<file path="src/rtl/mdio_eng_pkg.sv">
package mdio_eng_pkg;
  localparam int STAT_OFF = 0;
  localparam int GEN_OFF  = 4;
  localparam logic [1:0] OP_READ = 2'b10;
  localparam int FRAME_BITS = 32;
  localparam int DATA_BITS  = 16;

  typedef struct packed {
    logic load;    // accept a new frame word
    logic sample;  // MDC about to rise
    logic shift;   // MDC about to fall, advance to next bit
  } mdioStrb_t;
endpackage

</file>
<file path="src/rtl/mdio_ctrl.sv">
module mdio_ctrl
  import mdio_eng_pkg::*;
#(
  parameter int DIV_HALF = 4
) (
  input  logic       clk,
  input  logic       rstN,
  input  logic       genWr,
  input  logic       statWr,
  output logic       busy,
  output logic       mdc,
  output logic       overrun,
  output logic [4:0] bitIdx,
  output mdioStrb_t  strb
);
  localparam int CNT_W = (DIV_HALF > 1) ? $clog2(DIV_HALF) : 1;
  localparam logic [CNT_W-1:0] HALF_LAST = CNT_W'(DIV_HALF - 1);

  logic [CNT_W-1:0] halfCnt;
  logic halfEnd, done;

  always_comb begin
    halfEnd     = busy && (halfCnt == HALF_LAST);
    strb.load   = genWr && !busy;
    strb.sample = halfEnd && !mdc;
    strb.shift  = halfEnd && mdc && (bitIdx != 5'd0);
    done        = halfEnd && mdc && (bitIdx == 5'd0);
  end

  always_ff @(posedge clk) begin
    if (!rstN) begin
      busy    <= 1'b0;
      mdc     <= 1'b0;
      halfCnt <= '0;
      bitIdx  <= '0;
      overrun <= 1'b0;
    end else begin
      if (genWr && busy) overrun <= 1'b1;
      else if (statWr)   overrun <= 1'b0;
      if (strb.load) begin
        busy    <= 1'b1;
        mdc     <= 1'b0;
        halfCnt <= '0;
        bitIdx  <= 5'(FRAME_BITS - 1);
      end else if (halfEnd) begin
        halfCnt <= '0;
        mdc     <= !mdc;
        if (strb.shift) bitIdx <= bitIdx - 5'd1;
        if (done)       busy   <= 1'b0;
      end else if (busy) begin
        halfCnt <= halfCnt + 1'b1;
      end
    end
  end


  mdc_idle_low_chk: assert property (@(posedge clk) disable iff (!rstN)
    !busy |-> !mdc);
endmodule

</file>
<file path="src/rtl/mdio_dp.sv">
module mdio_dp
  import mdio_eng_pkg::*;
(
  input  logic        clk,
  input  logic        rstN,
  input  mdioStrb_t   strb,
  input  logic        busy,
  input  logic [4:0]  bitIdx,
  input  logic [31:0] wrData,
  input  logic        mdioIn,
  output logic        mdioOut,
  output logic        mdioOe,
  output logic [DATA_BITS-1:0] rdData
);
  logic [FRAME_BITS-1:0] shReg;
  logic isRead;

  always_ff @(posedge clk) begin
    if (!rstN) begin
      shReg  <= '0;
      isRead <= 1'b0;
      rdData <= '0;
    end else begin
      if (strb.load) begin
        shReg  <= wrData;
        isRead <= (wrData[29:28] == OP_READ);
      end else if (strb.shift) begin
        shReg <= {shReg[FRAME_BITS-2:0], 1'b0};
      end
      if (strb.sample && isRead && (bitIdx < 5'(DATA_BITS)))
        rdData <= {rdData[DATA_BITS-2:0], mdioIn};
    end
  end

  always_comb begin
    mdioOut = shReg[FRAME_BITS-1];
    mdioOe  = busy && !(isRead && (bitIdx <= 5'(DATA_BITS)));
  end


  read_release_chk: assert property (@(posedge clk) disable iff (!rstN)
    (strb.sample && isRead && (bitIdx < 5'(DATA_BITS))) |-> !mdioOe);
endmodule

</file>
<file path="src/rtl/mdio_engine.sv">
module mdio_engine
  import mdio_eng_pkg::*;
#(
  parameter int DIV_HALF = 4,
  parameter int ADDR_W   = 4
) (
  input  logic              clk,
  input  logic              rstN,
  input  logic              hostWe,
  input  logic [ADDR_W-1:0] hostAddr,
  input  logic [31:0]       hostWData,
  output logic [31:0]       hostRData,
  output logic              mdc,
  output logic              mdioOut,
  output logic              mdioOe,
  input  logic              mdioIn
);
  logic genWr, statWr, busy, overrun;
  logic [4:0] bitIdx;
  logic [DATA_BITS-1:0] rdData;
  mdioStrb_t strb;

  assign genWr  = hostWe && (hostAddr == ADDR_W'(GEN_OFF));
  assign statWr = hostWe && (hostAddr == ADDR_W'(STAT_OFF));

  mdio_ctrl #(.DIV_HALF(DIV_HALF)) uCtrl (
    .clk(clk), .rstN(rstN), .genWr(genWr), .statWr(statWr),
    .busy(busy), .mdc(mdc), .overrun(overrun), .bitIdx(bitIdx), .strb(strb)
  );

  mdio_dp uDp (
    .clk(clk), .rstN(rstN), .strb(strb), .busy(busy), .bitIdx(bitIdx),
    .wrData(hostWData), .mdioIn(mdioIn), .mdioOut(mdioOut),
    .mdioOe(mdioOe), .rdData(rdData)
  );

  assign hostRData = (hostAddr == ADDR_W'(STAT_OFF)) ?
                     {busy, overrun, 14'b0, rdData} : 32'b0;


  mdio_stable_high_chk: assert property (@(posedge clk) disable iff (!rstN)
    (mdc && busy) |=> (!mdc || $stable(mdioOut)));

  oe_only_busy_chk: assert property (@(posedge clk) disable iff (!rstN)
    mdioOe |-> busy);

  busy_start_chk: assert property (@(posedge clk) disable iff (!rstN)
    $rose(busy) |-> $past(genWr));

  overrun_set_chk: assert property (@(posedge clk) disable iff (!rstN)
    (genWr && busy) |=> overrun);

  overrun_clr_chk: assert property (@(posedge clk) disable iff (!rstN)
    (statWr && !(genWr && busy)) |=> !overrun);
endmodule

</file>
<file path="config.mk">
export PLATFORM = sky130hd
export DESIGN_NAME = mdio_engine
export DESIGN_NICKNAME = d
export VERILOG_FILES = /design/src/rtl/mdio_eng_pkg.sv /design/src/rtl/mdio_ctrl.sv /design/src/rtl/mdio_dp.sv /design/src/rtl/mdio_engine.sv
export SDC_FILE = /design/constraint.sdc
export NUM_CORES = 1
export LEC_CHECK = 0
export CAP_MARGIN = 20
export CORE_AREA = 2 2 92 94
export CTS_BUF_LIST = sky130_fd_sc_hd__clkbuf_4 sky130_fd_sc_hd__clkbuf_8
export CTS_CLUSTER_DIAMETER = 120
export DETAILED_ROUTE_END_ITERATION = 12
export DIE_AREA = 0 0 94 96
export DONT_BUFFER_PORTS = 1
export PLACE_DENSITY_LB_ADDON = 0.08
export SETUP_SLACK_MARGIN = 0.3
export SLEW_MARGIN = 10
export SYNTH_ARGS = -nofsm -noshare
export SYNTH_HDL_FRONTEND = slang
export SYNTH_SLANG_ARGS = --single-unit
</file>
<file path="constraint.sdc">
create_clock -name clk -period 2.5 [get_ports clk]
set_clock_uncertainty 0.05 [all_clocks]
set_input_delay 0.375 -clock clk [delete_from_list [all_inputs] [get_ports clk]]
set_output_delay 0.375 -clock clk [all_outputs]
set_load 0.02 [all_outputs]
</file>
# Word-level counts from Yosys, hierarchy flattened
# Cells that the tools add are included.
# W data, S select, Z words.
word_totals:
  input_bits: 40
  output_inout_bits: 35
  register_bits: 59
op_classes:
  mux: 11
  order_cmp: 2
  add_sub_neg: 2
  bitwise: 1
  n_eq_ne: 3
  reduce_logical: 27
ops:
  columns: ["cell", "count"]
  rows:
  - ["$mux W32", 3]
  - ["$mux W5", 3]
  - ["$logic_and A1 B1 Y1", 13]
  - ["$reduce_bool A2 Y1", 4]
  - ["$le A5 B5 Y1 const B", 1]
  - ["$logic_not A5 Y1", 1]
  - ["$lt A5 B5 Y1 const B", 1]
  - ["$mux W1", 5]
  - ["$reduce_bool A5 Y1", 1]
  - ["$sub A5 B1 Y5 const B", 1]
  - ["$eq A2 B2 Y1 const B", 2]
  - ["$eq A4 B3 Y1 const B", 1]
  - ["$logic_not A4 Y1", 1]
  - ["$reduce_and A2 Y1", 2]
  - ["$logic_not A1 Y1", 3]
  - ["$reduce_or A3 Y1", 1]
  - ["$add A2 B1 Y2 const B", 1]
  - ["$reduce_or A2 Y1", 1]
  - ["$not A1 Y1", 1]

# Depth between registers and ports, before layout
logic_depth:
  depth_word: 7
  depth_mapped: 7

# By module
# From an unflattened synthesis, not the netlist that was laid out.
unflattened:
  cells_unflattened: 297
  area_unflattened_um2: 3076.7
by_module_without_submodules:
  columns: ["mod", "cells_each", "area_each_um2", "n_inst", "seq_area_each_um2"]
  rows:
  - ["mdio_dp", 203, 2296.0, 1, 980.9]
  - ["mdio_ctrl", 56, 491.7, 1, 200.2]
  - ["mdio_engine", 38, 289.0, 1, 0.0]

# Worst setup path after synthesis
# No wires, ideal clock.
synth_timing:
  path_type: "input to output"
  from: "in hostAddr[3]"
  to: "out hostRData[10]"
  setup_slack_ps: 592
  stages: 5
  arrival_ps: 1483
  cell_sequence: "or3_1 buf_6 nor2_4 clkbuf_1 and2_1"
synth_between:
  elab_chain_cells: 2
synth_lines:
  columns: ["element", "line_no", "source"]
  rows:
  - ["start: declaration", "mdio_engine.sv:10", "input logic [ADDR_W-1:0] hostAddr,"]
  - ["$logic_not A4 Y1", "mdio_engine.sv:37", "assign hostRData = (hostAddr == ADDR_W'(STAT_OFF)) ?"]
  - ["$mux W32", "mdio_engine.sv:37", null]
  - ["end: declaration", "mdio_engine.sv:12", "output logic [31:0] hostRData,"]
# No other way between the ends.

# Worst setup path in the final report
layout_timing:
  from: "in hostAddr[3]"
  to: "out hostRData[13]"
# The elaborated chain is that of the path after synthesis.

==> metrics.yaml <==
run_status:
  outcome: "completed"
die:
  core_area_um2: 8051
  die_w_um: 94
  die_area_um2: 9024
  io_pins: 75
  die_h_um: 96
  row_count: 33
  start_util_pct: 39.33
cts:
  cts.htree.levels: 3
  cts_hold_buf: 0
  cts_sinks: 59
  cts_root_buf: "clkbuf_8"
  cts_resized: 0
  cts.reportedPaths.clkPinSlew_ns: 0.06
  post_cts_buffers: 0
  cts_buffers: 9
  insertion_delay_ns: 0.33
  cts_tree: "done"
  max-clock-path-buffers: 2
drt:
  dr.pass1.iters: 5
  viasPerCell: 5.539
  route.detailed.drc: 0
  final_antenna_net_count: 0
  drt_iter0_markers: 73
  wl_per_cell_um: 16.41
  wl_um: 7005
  num_vias: 2365
critical_path:
  crit_chain: "or3_1 > nor2_4 > and2_1"
  critPathCaptureType: "output port"
  slowest_delay_ns: 0.52
  r2r-start: "uCtrl.bitIdx[0]$_SDFFE_PN0P_"
  regToRegSetupSlack_ns: 0.59
  critPathLaunchType: "input pin"
  cp.required_ns: 2.08
  crit_type: "input pin to output port"
  arrival_ns: 1.52
  rr_endpoint: "uCtrl.bitIdx[3]$_SDFFE_PN0P_"
  cp_max_fo: 19
  rr_worst_depth: 5
  critPathSlowestCell: "or3_1"
sta:
  tightest_slew_ns: 0.8192
  finalSetupViolCount: 0
  rsz0062_at_grt: "false"
  fin_crit_sh_pct: 77.93
  drv_slew: 0
  fin_setup_tns_ns: 0
  hold_viol: 0
  finalCriticalPeriod_ns: 1.948
  max_freq_mhz: 513.3
  max_slew_margin_pct: 45.32
placed_design:
  place_area_um2: 3018
  post-place-cells: 412
  gp_congestion: 0.7217
  dp_hpwl_um: 4536
  place.port_buffers: 0
power_and_ir_drop:
  p_leak_nw: 1.055
  ir_drop_mv: 0.2656
  pwr_density_cell_nw_per_um2: 628.2
cells_and_area:
  syn_to_final_growth_pct: 2.410
  fin_area_um2: 3243
  layout_commonest_cell: "dfxtp_1"
  n_fill_cell: 822
  final_cells: 427
  drive_gt1_share_pct: 17.39
  antennaDiodeCount: 0
  final_cell_mix: "dfxtp_1, nand2_1, nand4_1, o21ai_0, o221ai_2"
  fin_nets: 361
global_routing:
  grt_max_degree: 68
  grt_pass1_vias: 2138
  grt_pass1_wl_um: 11260
  overflow: 0
  antenna_found_initial: 0
  track_usage_pct: 16.14
synth:
  netlist_instances: 332
  synth_edf_count: 0
  synth_area_um2: 3167
  yosysUniqueCellTypes: 49
  ys_async_sr_fraction_pct: 0
  avgSynthCellArea_um2: 9.539
  ys_seq_area_share_pct: 37.30
  yosysWarningCount: 0
  ys_ff_latch: 59
  synthFlopType: "dfxtp_1"
worst_hold_path:
  hp-class: "input pin to register"
  worstHoldStart: "hostWe"
  hold_depth: 1
  min_to: "uCtrl.overrun$_SDFFE_PN0P_"
job:
  drv_cap: 0
==> worst max-delay path by stage <==
stage | start | to
after floorplan | hostAddr[3] | hostRData[10]
after global placement | hostAddr[3] | hostRData[31]
after detailed placement | hostAddr[3] | hostRData[7]
after CTS | hostAddr[3] | hostRData[7]
after global routing | uCtrl.bitIdx[0]$_SDFFE_PN0P_ | mdioOe
final | hostAddr[3] | hostRData[13]
==> through the flow <==
stage	setup WS (ns)	util [%]	total power, mW	hold WS, ns
floorplan	0.5918	-	1.107	0.3986
global placement	0.5453	37.48	1.075	0.4140
detailed placement	0.5012	37.48	1.076	0.4175
CTS	0.5005	40.28	2.070	0.06904
global route	0.4074	40.28	2.125	0.06815
finish	0.5518	40.28	2.037	0.08969
==> cells in the mapped netlist (5+ instances only) <==
library cell / instances / area, um2
or3_1: 5 / 31.28
dfxtp_1: 59 / 1181
clkbuf_8: 10 / 137.6
o221ai_2: 23 / 345.3
nand4_1: 30 / 187.7
inv_1: 6 / 22.52
clkbuf_1: 8 / 30.03
nand2_1: 34 / 127.6
o21ai_0: 23 / 115.1
a31oi_1: 5 / 31.28
a21oi_1: 18 / 90.09
and2_1: 18 / 112.6
nand3_1: 20 / 100.1
buf_6: 6 / 67.56
buf_4: 15 / 112.6
==> state kept, by name, summed over array words and instances, names as in the netlist <==
signal	cells
uDp.shReg	32
uCtrl.bitIdx	5
uCtrl.overrun	1
uDp.rdData	16
uDp.isRead	1
uCtrl.busy	1
uCtrl.halfCnt	2
uCtrl.mdc	1
==> power breakdown <==
part           internal (mW)  total, mW  switching (mW)
Combinational         0.0279     0.0981          0.0702
Clock                  0.610      0.983           0.373
Sequential             0.949      0.956         0.00695
==> cells by family after synthesis <==
group           share of synthesized area, %
simple gates                           23.43
compound gates                         23.35
flops                                  37.30
buf+inv                                14.03
fa+ha+maj                              1.185
other cells                           0.1184
xor+xnor                              0.2766
mux                                   0.3161
==> routing by layer <==
metal / share of wire [%] / GRT usage (%) / routed length [um] / vias to the layer above
met4: 1.1 / 5.797 / 78 / 0
met2: 45 / 23.51 / 3141 / 54
li1: - / - / - / 1191
met3: 4.3 / 4.542 / 304 / 6
met5: 0 / 0 / 0 / -
met1: 50 / 22.76 / 3480 / 1114
==> final cells by class <==
class,instances,area (um2),share of cell area (%)
Multi-Input combinational cell,233,1603,49.42
Sequential cell,59,1181,36.42
Clock buffer,11,151.4,4.668
Tap cell,105,131.4,4.051
Timing Repair Buffer,9,80.08,2.469
Clock inverter,4,73.82,2.276
Inverter,6,22.52,0.6944
==> critical path: cells and delay by family <==
| family | cells | cell delay (ns) |
|---|---|---|
| simple gates | 3 | 1.14 |
Note: power is estimated with default switching activity, not from simulation.
